### src/rtl/bis_pkg.sv
package bis_pkg;
    typedef enum logic [1:0] {
        K_NONE = 2'd0,
        K_MEM  = 2'd1,
        K_CFG  = 2'd2,
        K_IO   = 2'd3
    } acc_kind_t;

    typedef enum logic [1:0] {
        S_IDLE = 2'd0,
        S_ADDR = 2'd1,
        S_DATA = 2'd2
    } seq_state_t;

    localparam logic [3:0] CBE_IDLE = 4'b1111;
endpackage

### src/rtl/bis_decode.sv
module bis_decode
    import bis_pkg::*;
#(
    parameter int N_SEL = 4,
    localparam int SEL_W = $clog2(N_SEL)
) (
    input  logic [3:0]       addr_top,
    input  logic             io_flag,
    input  logic             wr,
    output logic             valid,
    output logic [3:0]       cmd,
    output logic [N_SEL-1:0] sel
);
    acc_kind_t kind;
    logic [SEL_W-1:0] sel_idx;

    assign sel_idx = addr_top[SEL_W-1:0];

    always_comb begin
        if (!addr_top[3])     kind = K_NONE;
        else if (io_flag)     kind = K_IO;
        else if (addr_top[2]) kind = K_CFG;
        else                  kind = K_MEM;
    end

    always_comb begin
        valid = (kind != K_NONE);
        unique case (kind)
            K_MEM:   cmd = {3'b011, wr};
            K_CFG:   cmd = {3'b101, wr};
            K_IO:    cmd = {3'b001, wr};
            default: cmd = 4'b0000;
        endcase
    end

    generate
        for (genvar k = 0; k < N_SEL; k++) begin : g_sel
            assign sel[k] = (kind == K_CFG) && (sel_idx == SEL_W'(k));
        end
    endgenerate
endmodule

### src/rtl/bis_watchdog.sv
module bis_watchdog #(
    parameter int CNT_W = 3,
    localparam logic [CNT_W-1:0] CNT_MAX = {CNT_W{1'b1}}
) (
    input  logic clk,
    input  logic rst_n,
    input  logic clear,
    input  logic run,
    input  logic devsel,
    output logic expired
);
    logic [CNT_W-1:0] cnt;
    logic             seen;

    always_ff @(posedge clk or negedge rst_n) begin
        if (!rst_n) begin
            cnt  <= '0;
            seen <= 1'b0;
        end else if (clear) begin
            cnt  <= '0;
            seen <= 1'b0;
        end else if (run) begin
            if (devsel)
                seen <= 1'b1;
            else if (!seen && cnt != CNT_MAX)
                cnt <= cnt + 1'b1;
        end
    end

    assign expired = run && !seen && !devsel && (cnt == CNT_MAX);
endmodule

### src/rtl/bus_init_seq.sv
module bus_init_seq
    import bis_pkg::*;
#(
    parameter int N_SEL = 4,
    parameter int TMO_W = 3
) (
    input  logic             clk,
    input  logic             rst_n,
    input  logic             proc_start,
    input  logic [3:0]       proc_addr_top,
    input  logic             proc_io,
    input  logic             proc_wr,
    input  logic [3:0]       proc_be_n,
    output logic             proc_rdy,
    output logic             proc_err,
    input  logic             trdy,
    input  logic             devsel,
    input  logic             stop,
    output logic             frame,
    output logic             irdy,
    output logic [3:0]       cbe,
    output logic [N_SEL-1:0] idsel,
    output logic             addr_en,
    output logic             data_en,
    output logic             data_dir,
    output logic             data_phase
);
    seq_state_t       st, st_nx;
    logic             dec_valid;
    logic [3:0]       dec_cmd;
    logic [N_SEL-1:0] dec_sel;
    logic [3:0]       cmd_q;
    logic [N_SEL-1:0] sel_q;
    logic             wr_q;
    logic             tmo;
    logic             in_data;
    logic             accept;

    bis_decode #(.N_SEL(N_SEL)) u_dec (
        .addr_top (proc_addr_top),
        .io_flag  (proc_io),
        .wr       (proc_wr),
        .valid    (dec_valid),
        .cmd      (dec_cmd),
        .sel      (dec_sel)
    );

    assign in_data = (st == S_DATA);
    assign accept  = (st == S_IDLE) && proc_start && dec_valid;

    bis_watchdog #(.CNT_W(TMO_W)) u_wdg (
        .clk     (clk),
        .rst_n   (rst_n),
        .clear   (st == S_ADDR),
        .run     (in_data),
        .devsel  (devsel),
        .expired (tmo)
    );

    always_ff @(posedge clk or negedge rst_n) begin
        if (!rst_n) begin
            st    <= S_IDLE;
            cmd_q <= '0;
            sel_q <= '0;
            wr_q  <= 1'b0;
        end else begin
            st <= st_nx;
            if (accept) begin
                cmd_q <= dec_cmd;
                sel_q <= dec_sel;
                wr_q  <= proc_wr;
            end
        end
    end

    always_comb begin
        st_nx = st;
        unique case (st)
            S_IDLE: if (accept) st_nx = S_ADDR;
            S_ADDR: st_nx = S_DATA;
            S_DATA: if (trdy || stop || tmo) st_nx = S_IDLE;
            default: st_nx = S_IDLE;
        endcase
    end

    always_comb begin
        frame      = 1'b0;
        addr_en    = 1'b0;
        irdy       = 1'b0;
        data_en    = 1'b0;
        data_dir   = 1'b0;
        data_phase = 1'b0;
        idsel      = '0;
        cbe        = CBE_IDLE;
        proc_rdy   = 1'b0;
        proc_err   = 1'b0;
        unique case (st)
            S_IDLE: ;
            S_ADDR: begin
                frame   = 1'b1;
                addr_en = 1'b1;
                cbe     = cmd_q;
                idsel   = sel_q;
            end
            S_DATA: begin
                irdy       = 1'b1;
                data_en    = 1'b1;
                data_phase = 1'b1;
                data_dir   = wr_q;
                cbe        = wr_q ? proc_be_n : 4'b0000;
                proc_rdy   = trdy;
                proc_err   = stop || tmo;
            end
            default: ;
        endcase
    end
endmodule

### config.mk
export PLATFORM = sky130hd
export DESIGN_NAME = bus_init_seq
export DESIGN_NICKNAME = d
export VERILOG_FILES = /design/src/rtl/bis_pkg.sv /design/src/rtl/bis_decode.sv /design/src/rtl/bis_watchdog.sv /design/src/rtl/bus_init_seq.sv
export SDC_FILE = /design/constraint.sdc
export NUM_CORES = 1
export LEC_CHECK = 0
export ABC_AREA = 1
export BUFFER_PORTS_ARGS = -buffer_cell sky130_fd_sc_hd__buf_2
export CAP_MARGIN = 10
export CORE_MARGIN = 1
export CORE_UTILIZATION = 45
export DETAILED_ROUTE_END_ITERATION = 6
export PLACE_DENSITY_LB_ADDON = 0.25
export SYNTH_ARGS = -nofsm -noshare
export SYNTH_HDL_FRONTEND = slang
export SYNTH_SLANG_ARGS = --single-unit
### constraint.sdc
create_clock -name clk -period 3.75 [get_ports clk]
set_input_delay 0.1875 -clock clk [delete_from_list [all_inputs] [get_ports clk]]
set_output_delay 0.1875 -clock clk [all_outputs]
set_load 0.02 [all_outputs]
==> impl_results.md, run 1 <==
* Number of maximum-capacitance constraint violations at 0
* Gr ovfl total at 0
* Crit share post-route at ~50%
* Clock latency on the worst-skew pair at around 280 ps
* Area growth from synthesis to layout at 22.0%
* VDD IR-drop max at ~0.66 mV
* Number of standard cells after synthesis at roughly 110
* Global-route usage over all layers at about 18%
* Starting DRT DRC Count at 4
* Register bit count reported by yosys at 15
* Ratio of routed vias to standard cells at ~4.5
* Total Wirelength at ~1800 um
* Total via count after detailed routing at between 700 and 800
* Number of global-route vias before repair at 618
* Pre-CTS setup slack at around 2200 ps
* CTS sink cnt at 15
* Clock-pin slew reported for the worst setup and hold paths after clock tree synthesis at roughly 100 ps
* Die X at 47.1 um
* Number of nets produced by synthesis at roughly 140
* Post-Route Skew at between 5 and 6 ps
* CP max stage cell: dfrtp_1
* Worst setup slack after layout at 1880 ps
* Critical setup path kind: reg -> out
* Count of input and output buffers at 31
* Final Max Tran Viols at 0
* Post-CTS sizing at 0
* Startpoint type of the worst setup path: flop
* Total negative slack at 0 ps
* Clock tree root driver cell: clkbuf_4
* Number of detailed-routing iterations run before antenna repair at 4
* Outcome: finished, final reports clean
* Setup repair after global routing missed its margin: no
* Static power due to leakage at approximately 0.67 nW
* Placement row count at 15
* Number of nets still failing antenna checks after routing at 0
* Critical Path End Type: primary output
* Distinct cells, synth at 19
* Clock tree from TritonCTS: built
* Worst path cell trace: inv_1 > ha_1 > inv_4 > o211ai_1 > buf_2
* Effective utilization at floorplan at ~50%
* Wire length per cell at around 10 um
* WP data required at 3560 ps
* DP Wirelength at ~1400 um
* Power density over cell area at approximately 760 mW/mm^2
* Design area at 0.00112 sq mm
* CTS max path bufs at 2
* Fill count at ~170
* Met1 Wirelength at a little under 900 um
* Number of failing hold endpoints at the final stage at 0
* EDFF count, synth at 0
* # H-tree levels at 1
* Worst slew margin relative to its limit at between 70 and 80%
* Core area at between 0.0015 and 0.002 sq mm
* Overall die area at 0.00222 sq mm
* Post-synthesis average cell area at between 8 and 9 sq um
* Worst path arrival time at 1680 ps
* Die Y-Extent at between 40 and 50 um
* First-pass GRT wire length at about 2700 um
* Number of remaining DRC errors at 0
* Fraction of final layout cells sized beyond drive strength 1 at 32.7%
* Fraction of registers with async set or reset after synthesis at 100%
* Final layout net count at 170
* Synthesized cell area at 916 sq um
* Max layer used: met4
* Maximum fanout along the worst path at 9
* Largest net degree at the start of global routing at 16
* Cts bufs inserted at 3
* Type of the most critical hold path: in -> reg
* Top-level I/O count at 32
* Routed wire length on met3 at 82 um
* Largest stage delay, worst path at 410 ps
* Final setup violation count at 0
* Period minus WS final at 1870 ps
* Total power after layout at approximately 850 uW
* Met2 wire length at ~820 um
* Slew of the pin with the lowest slew margin at 389 ps
* Antenna violations before repair at 0
* Cell Area, Placed at around 0.0011 sq mm
* Syn. warnings at 0
* Flip-flop cell with the highest count after synthesis: dfrtp_1
* Sequential-to-total area share from yosys stat at 41.0%
* Antenna diodes at 0
* FMAX at approximately 0.53 GHz
* Final Wtd Congestion at about 0.77
* Hold slack final at 121 ps
## metal layers
metal | up-vias | track usage, %
met5 | - | 0
met4 | 0 | 6.86
met3 | 2 | 2.31
met2 | 24 | 25.8
met1 | 334 | 26.3
li1 | 415 | -
## sequential cells by signal, indices dropped and copies added, names as in the netlist
name and cells:
cmd_q 4, sel_q 4, u_wdg.cnt 3, st 2, u_wdg.seen 1, wr_q 1
## power breakdown
| group | leakage, nW | internal, mW | switching [mW] |
|---|---|---|---|
| clock | 0.0177 | 0.0395 | 0.0525 |
| combinational | 0.461 | 0.176 | 0.327 |
| sequential | 0.189 | 0.220 | 0.0352 |
| total | 0.668 | 0.436 | 0.415 |
## final timing paths
kind                                       from                  endpoint  slack, ps  depth (start not counted)
setup reg to reg              st[1]$_DFFE_PN0P_  u_wdg.cnt[0]$_DFFE_PN0P_       2320                          5
hold reg to reg            cmd_q[1]$_DFFE_PN0P_      cmd_q[1]$_DFFE_PN0P_        470                          2
setup / recovery              st[1]$_DFFE_PN0P_                    cbe[1]       1880                          5
min in group asynchronous                 rst_n      sel_q[0]$_DFFE_PN0P_        340                          2
hold / removal                          proc_wr          wr_q$_DFFE_PN0P_        120                          3
max in group asynchronous                 rst_n    u_wdg.seen$_DFFE_PN0P_       3150                          2
## critical path: cells and delay by family, from the launching register on
kind | cells | cell delay (ps)
flops | 1 | 410
buf+inv | 3 | 400
fa+ha+maj | 1 | 400
compound gates | 1 | 190
## cells in the final DEF (no fill, tap or decap), types with 6 or more instances in the layout
| master | n |
|---|---|
| inv_1 | 23 |
| buf_2 | 31 |
| nand3_1 | 7 |
| ha_1 | 6 |
| nand2_1 | 36 |
| dfrtp_1 | 15 |
## kinds of logic after synthesis
group	after synthesis	share of synthesized area [%]
compound gates	13	10.8
fa+ha+maj	6	8.20
buf+inv	27	12.6
flops	15	41.0
simple gates	53	27.5
## per-stage QoR
stage | std cells | utilization, %
floorplan | 114 | -
global placement | 167 | 59.3
detailed placement | 167 | 59.3
CTS | 172 | 61.4
global route | 172 | 61.4
finish | 172 | 61.4
## final cells by class
cell class	instances	area, sq um	area share, %
timing repair buffer	32	165	14.8
clock buffer	3	22.5	2.02
sequential	15	375	33.6
inverter	24	92.6	8.29
clock inverter	1	5.00	0.448
tap	25	31.3	2.80
multi-input combinational	72	425	38.1
## synthesized netlist by cell type (2+ instances only)
| cell | instances | area, sq um |
|---|---|---|
| nor2_2 | 2 | 12.5 |
| dfrtp_1 | 15 | 375 |
| ha_1 | 6 | 75.1 |
| nor2_4 | 2 | 22.5 |
| nand3_1 | 7 | 35.0 |
| inv_1 | 23 | 86.3 |
| o21ai_2 | 3 | 26.3 |
| o211ai_1 | 3 | 22.5 |
| a21oi_1 | 3 | 15.0 |
| buf_4 | 3 | 22.5 |
| o21ai_0 | 2 | 10.0 |
| nor2_1 | 3 | 11.3 |
| nand2_1 | 36 | 135 |
## repair_timing
action | in CTS | in global routing
hold buffers | 1 | 0
endpoints found under the hold margin | 15 | 0
setup buffers | 0 | 0
No activity file was read; power rests on OpenSTA's default activity.
==> run 2, diff against run 1 <==
Settings changed: CORE_UTILIZATION 45 to 43.
Clock period 3.75 ns to 1.7 ns, I/O delays scaled along.
==> run 2 against run 1 <==
  * Clock power is 130% higher
  * Routed wire length shrank 2.1%
  * Clock skew down 1.9 ps
  * Flip-flop and latch count unchanged
  * Largest cell class unchanged
  * Worst hold slack lost 110 ps
  * Final area rose by 4.0%
  * First-iteration DRC count grew to 2.5 times the previous value
  * Non-clock buffer count is 2 higher
  * Combinational power rose by 140%
  * Clock-buffer cell count is the same
  * Global-route usage down 2.0 points
==> impl_results.md, run 2 (synthesis results as in run 1) <==
* Clock tree root driver cell: clkbuf_4
* Power density over cell area at 1710 mW/mm^2
* Final layout net count at between 150 and 200
* Top-level I/O count at 32
* Total negative slack at 0 ps
* Pre-CTS setup slack at between 200 and 300 ps
* Total power after layout at roughly 2.0 mW
* End-of-flow core utilization at between 50% and 60%
* Largest net degree at the start of global routing at 16
* Number of logic stages on the critical path including buffering at 5
* Ratio of routed vias to standard cells at 4.46
* Total Wirelength at 1760 um
* CP max stage cell: dfrtp_1
* First-pass GRT wire length at approximately 2500 um
* WP data required at 1620 ps
* Buffers & Inverters on Critical Path at 3
* Die Y-Extent at a little under 50 um
* Worst slew margin relative to its limit at approximately 77%
* Worst path arrival time at approximately 1600 ps
* Worst path cell trace: inv_1 > ha_2 > inv_4 > o211ai_1 > buf_2
* Largest stage delay, worst path at ~440 ps
* Cell Area, Placed at approximately 0.0011 sq mm
* Number of maximum-capacitance constraint violations at 0
* Total via count after detailed routing at roughly 790
* Count of input and output buffers at 31
* Effective utilization at floorplan at approximately 46%
* Period minus WS final at between 1500 and 2000 ps
* Slew of the pin with the lowest slew margin at about 350 ps
* Number of remaining DRC errors at 0
* Area growth from synthesis to layout at 26.9%
* Placement row count at 16
* CTS sink cnt at 15
* Hold slack final at approximately 13 ps
* Final Max Tran Viols at 0
* Fraction of final layout cells sized beyond drive strength 1 at ~36%
* Type of the most critical hold path: in -> reg
* Wire length per cell at 9.99 um
* Gate family responsible for the most delay along the worst path: flip-flops
* Overall die area at around 0.0023 sq mm
* Starting DRT DRC Count at 10
* Clock tree from TritonCTS: built
* Fill count at between 150 and 200
* CTS max path bufs at 2
* Worst reg2reg path depth at 9
* VDD IR-drop max at 0.807 mV
* Number of failing hold endpoints at the final stage at 0
* Cts bufs inserted at 3
* Static power due to leakage at 0.677 nW
* Worst hold path cell count at 3
* Number of global-route vias before repair at 662
* Number of cells after detailed placement at 171
* Critical Path End Type: primary output
* Worst setup slack after layout at 62.7 ps
* Startpoint type of the worst setup path: flop
* Number of detailed-routing iterations run before antenna repair at 4
* Design area at roughly 0.0012 sq mm
* Maximum fanout along the worst path at 5
* Gr ovfl total at 0
* FMAX at 0.611 GHz
* Core area at just under 0.002 sq mm
* Antenna violations before repair at 0
* Antenna diodes at 0
* Die X at a little under 50 um
* Clock latency on the worst-skew pair at 280 ps
* Most used cells in the layout excluding fill and tap cells: 36 x nand2_1, 31 x buf_2, 22 x inv_1, 15 x dfrtp_1, 7 x nand3_1
* Clock-pin slew reported for the worst setup and hold paths after clock tree synthesis at approximately 100 ps
* Outcome: finished, final reports clean
* Global-route usage over all layers at 15.6%
* Multi-input gate area in the final layout at between 400 and 500 sq um
* Largest registers ranked by flip-flop count: cmd_q: 4 flops, sel_q: 4 flops, u_wdg.cnt: 3 flops
* Most common cell after layout, fill and taps aside: nand2_1
* Setup repair after global routing missed its margin: no
* Post-route non-filler standard cell count at roughly 180
* # H-tree levels at 1
* Final setup violation count at 0
* Crit share post-route at 96.3%
* Post-Route Skew at 3.96 ps
* Critical setup path kind: reg -> out
* Area taken by flip-flops and latches at 375 sq um
* Final Wtd Congestion at about 0.7
* DP Wirelength at 1410 um
* Number of nets still failing antenna checks after routing at 0
==> run 2: changes by cell type in the layout (fill, tap and decap cells not counted) <==
cell | before | now
inv_1 | 23 | 22
inv_2 | 0 | 1
buf_4 | 0 | 2
ha_2 | 0 | 1
ha_4 | 0 | 2
ha_1 | 6 | 3
==> run 2: area by class of cell <==
class,count,area share (%)
inverter,24,7.97
clock inverter,1,0.431
multi-input combinational,72,39.0
clock buffer,3,1.94
timing repair buffer,34,15.5
sequential,15,32.3
tap,27,2.91
==> run 2: path summary, 6_finish.rpt <==
kind | to | slack (ps) | startpoint
hold / removal | wr_q$_DFFE_PN0P_ | 10 | proc_wr
setup / recovery | cbe[0] | 60 | st[1]$_DFFE_PN0P_
max in group asynchronous | sel_q[3]$_DFFE_PN0P_ | 1210 | rst_n
min in group asynchronous | st[1]$_DFFE_PN0P_ | 230 | rst_n
hold reg to reg | cmd_q[1]$_DFFE_PN0P_ | 460 | cmd_q[1]$_DFFE_PN0P_
setup reg to reg | st[0]$_DFFE_PN0P_ | 320 | u_wdg.cnt[0]$_DFFE_PN0P_
==> run 2: where the power goes <==
group	leakage [nW]	internal, mW	switching (mW)	total (mW)
registers	0.189	0.484	0.0834	0.568
logic	0.470	0.463	0.745	1.21
clock network	0.0177	0.0873	0.121	0.208
total	0.677	1.03	0.950	1.98
==> run 2: metal layers <==
layer	global-route usage (%)	wire length, um
met5	0	0
met4	6.67	14
met3	2.22	53
met2	28.8	874
met1	17.8	815
==> run 2: repair_timing <==
action	4_1_cts	5_1_grt
pin swaps	0	0
cloned	0	0
resized for setup	1	4
hold buffers	1	0
setup endpoints to repair	4	5
endpoints found under the hold margin	15	0
setup buffers	0	0
==> run 2: worst register-to-register path, cell delays in order, from the launching register on <==
cell and delay, ps:
dfrtp_1 430, ha_1 210, ha_1 190, nand2_1 70, inv_1 30, nand2_1 60, nand3_1 120, nand2_1 100
nand2_1 50, nand2_1 60
==> run 3, diff against run 2 <==
Settings changed: ABC_AREA 1 to default, CORE_UTILIZATION 43 to 42.
==> run 3 against run 2 <==
  * Clock-buffer cell count grew 1
  * Worst setup slack better by 21 ps
  * Sequential power is 3.7% higher
  * Sequential share of layout area rose by 1.6 points
  * Critical path type unchanged
  * Critical endpoint is now proc_err
  * Highest routed layer is now met3
==> impl_results.md, run 3 <==
* R2r endpoint: st[0]$_DFFE_PN0P_
* Fraction of registers with async set or reset after synthesis at between 90% and 100%
* Worst reg2reg setup slack at ~120 ps
* Critical Path End Type: primary output
* Number of standard cells after synthesis at 90
* Syn. warnings at 0
* Buffers & Inverters on Critical Path at 1
* Cell type with the largest total area after synthesis: dfrtp_1
* Most common cell after layout, fill and taps aside: buf_2
* Number of maximum-capacitance constraint violations at 0
* Core area at roughly 0.0018 sq mm
* Hold slack final at 6.40 ps
* Static power due to leakage at about 0.57 nW
* Launching point of the worst reg2reg path: u_wdg.cnt[1]$_DFFE_PN0P_
* Worst slew margin relative to its limit at about four fifths
* Total via count after detailed routing at between 700 and 800
* Worst path arrival time at between 1500 and 2000 ps
* Critical setup path kind: reg -> out
* Die Y-Extent at approximately 47 um
* Effective utilization at floorplan at 47.2%
* Post-synth top area share at between 40% and 50%
* Maximum fanout along the worst path at 3
* Total Wirelength at about 1700 um
* CTS max path bufs at 2
* Crit share post-route at about 95%
* Area growth from synthesis to layout at 30.5%
* VDD IR-drop max at about 0.8 mV
* Starting DRT DRC Count at 11
* Wire length per cell at around 11 um
* Startpoint type of the worst setup path: flop
* Synthesized cell area at 850 sq um
* Clock tree root driver cell: clkbuf_4
* Worst hold path cell count at 2
* Post-Route Skew at between 5 and 6 ps
* Cts bufs inserted at 3
* Fraction of final layout cells sized beyond drive strength 1 at approximately 40%
* Antenna violations before repair at 0
* Final Max Tran Viols at 0
* Hold Crit Start: proc_addr_top[0]
* Number of nets produced by synthesis at between 100 and 150
* Largest stage delay, worst path at 410 ps
* EDFF count, synth at 0
* Flip-flop cell with the highest count after synthesis: dfrtp_1
* CTS sink cnt at 15
* # H-tree levels at 1
* Final setup violation count at 0
* Antenna diodes at 0
* Clock-pin slew reported for the worst setup and hold paths after clock tree synthesis at roughly 90 ps
* Top-level I/O count at 32
* Total negative slack at 0 ps
* Die X at 47.0 um
* Worst path cell trace: ha_1 > ha_2 > nor3b_2 > o21a_1 > buf_2
* CP max stage cell: dfrtp_1
* Final Wtd Congestion at about 0.74
* Number of global-route vias before repair at 640
* Distinct cells, synth at 29
* FMAX at roughly 0.62 GHz
* Largest registers ranked by flip-flop count: cmd_q: 4 flops, sel_q: 4 flops, u_wdg.cnt: 3 flops
* Ratio of routed vias to standard cells at between 4 and 5
* Most frequent cell after synthesis: nand2_1
* Number of cells after detailed placement at between 100 and 150
* First-pass GRT wire length at between 2000 and 3000 um
* Period minus WS final at approximately 1600 ps
* Final layout net count at ~150
* Post-route non-filler standard cell count at approximately 150
* Largest net degree at the start of global routing at 16
* Worst reg2reg path depth at 5
* Global-route usage over all layers at approximately 18%
* Type of the most critical hold path: in -> reg
* Post-synthesis average cell area at 9.44 sq um
* Placement row count at 15
* Register bit count reported by yosys at 15
* Clock latency on the worst-skew pair at about 280 ps
* Clock tree from TritonCTS: built
* Total power after layout at 1.99 mW
* Sequential-to-total area share from yosys stat at around 44%
* WP data required at around 1600 ps
* Gr ovfl total at 0
* Gate family responsible for the most delay along the worst path: flip-flops
* Most used cells in the layout excluding fill and tap cells: 29 x buf_2, 17 x nand2_1, 15 x dfrtp_1, 9 x buf_4
* Overall die area at approximately 0.0022 sq mm
* Number of failing hold endpoints at the final stage at 0
* DP Wirelength at about 1400 um
* Hold endpoint: sel_q[2]$_DFFE_PN0P_
* Slew of the pin with the lowest slew margin at between 300 and 400 ps
* Most instantiated cells after synthesis: 17 x nand2_1, 15 x dfrtp_1, 6 x ha_1, 6 x inv_1, 5 x nand3_1
* End-of-flow core utilization at approximately three fifths
* Power density over cell area at approximately 1800 mW/mm^2
* Number of remaining DRC errors at 0
* Count of input and output buffers at 31
* Number of nets still failing antenna checks after routing at 0
* Cell types occupying the most area after synthesis: dfrtp_1 44%, ha_1 8.8%, nand2_1 7.5%
* Outcome: finished, final reports clean
* Number of detailed-routing iterations run before antenna repair at 4
* Setup repair after global routing missed its margin: yes
run 3: changes by cell type after synthesis, moves of 3 or more:
cell	before	now
nand2_1	36	17
o22ai_1	0	3
nor2_1	3	0
clkbuf_1	0	3
inv_1	23	6
o21ai_2	3	0
and2_1	0	4
o211ai_1	3	0
run 3: worst max path at each step:
stage / start / to / slack, ps / depth (start not counted)
finish: u_wdg.cnt[1]$_DFFE_PN0P_ / proc_err / 80 / 5
global route: st[0]$_DFFE_PN0P_ / cbe[2] / -8 / 7
CTS: st[0]$_DFFE_PN0P_ / cbe[2] / 20 / 7
detailed placement: u_wdg.cnt[1]$_DFFE_PN0P_ / st[0]$_DFFE_PN0P_ / -30 / 5
global placement: u_wdg.cnt[1]$_DFFE_PN0P_ / st[0]$_DFFE_PN0P_ / 10 / 5
floorplan: st[0]$_DFFE_PN0P_ / st[0]$_DFFE_PN0P_ / 70 / 5
run 3: area by class of cell:
type	instances	area (sq um)
fillers	158	693
multi-input cells	62	430
flip-flops and latches	15	375
repair buffers	39	223
well taps	25	31.3
clock buffers	4	26.3
inverters	6	22.5
run 3: what timing repair did:
| action | in CTS | in global routing |
|---|---|---|
| endpoints found under the hold margin | 15 | 0 |
| pin swaps | 0 | 0 |
| setup endpoints to repair | 4 | 11 |
| setup buffers | 1 | 0 |
| resized for setup | 1 | 7 |
| hold buffers | 1 | 0 |
run 3: logic make-up after synthesis:
| logic type | count (synthesis) | share of synthesized area [%] |
|---|---|---|
| flip-flops | 15 | 44.2 |
| adder cells (fa/ha/maj) | 6 | 8.84 |
| multiplexers | 3 | 3.83 |
| buffers and inverters | 13 | 7.51 |
| AND/OR/NAND/NOR | 37 | 22.4 |
| AO/OA/AOI/OAI | 16 | 13.3 |
run 3: layer usage:
metal	routed length [um]	vias to the layer above	global-route usage, %	part of all wire [%]
met1	787	351	23.1	46
met3	90	0	6.92	5.3
met2	837	25	29.7	49
li1	-	375	-	-
met5	0	-	0	0
met4	0	0	1.71	0
run 3: power by group:
group          switching (mW)  internal [mW]  leakage [nW]
Sequential             0.0916          0.497         0.185
Clock                   0.108         0.0912        0.0150
Combinational           0.668          0.532         0.375
run 3: through the flow:
step,worst slack (ps),instance area (sq um)
floorplan,68.6,852
global placement,13.8,1040
detailed placement,-32.1,1040
CTS,23.7,1090
global route,-8.22,1110
finish,83.2,1110
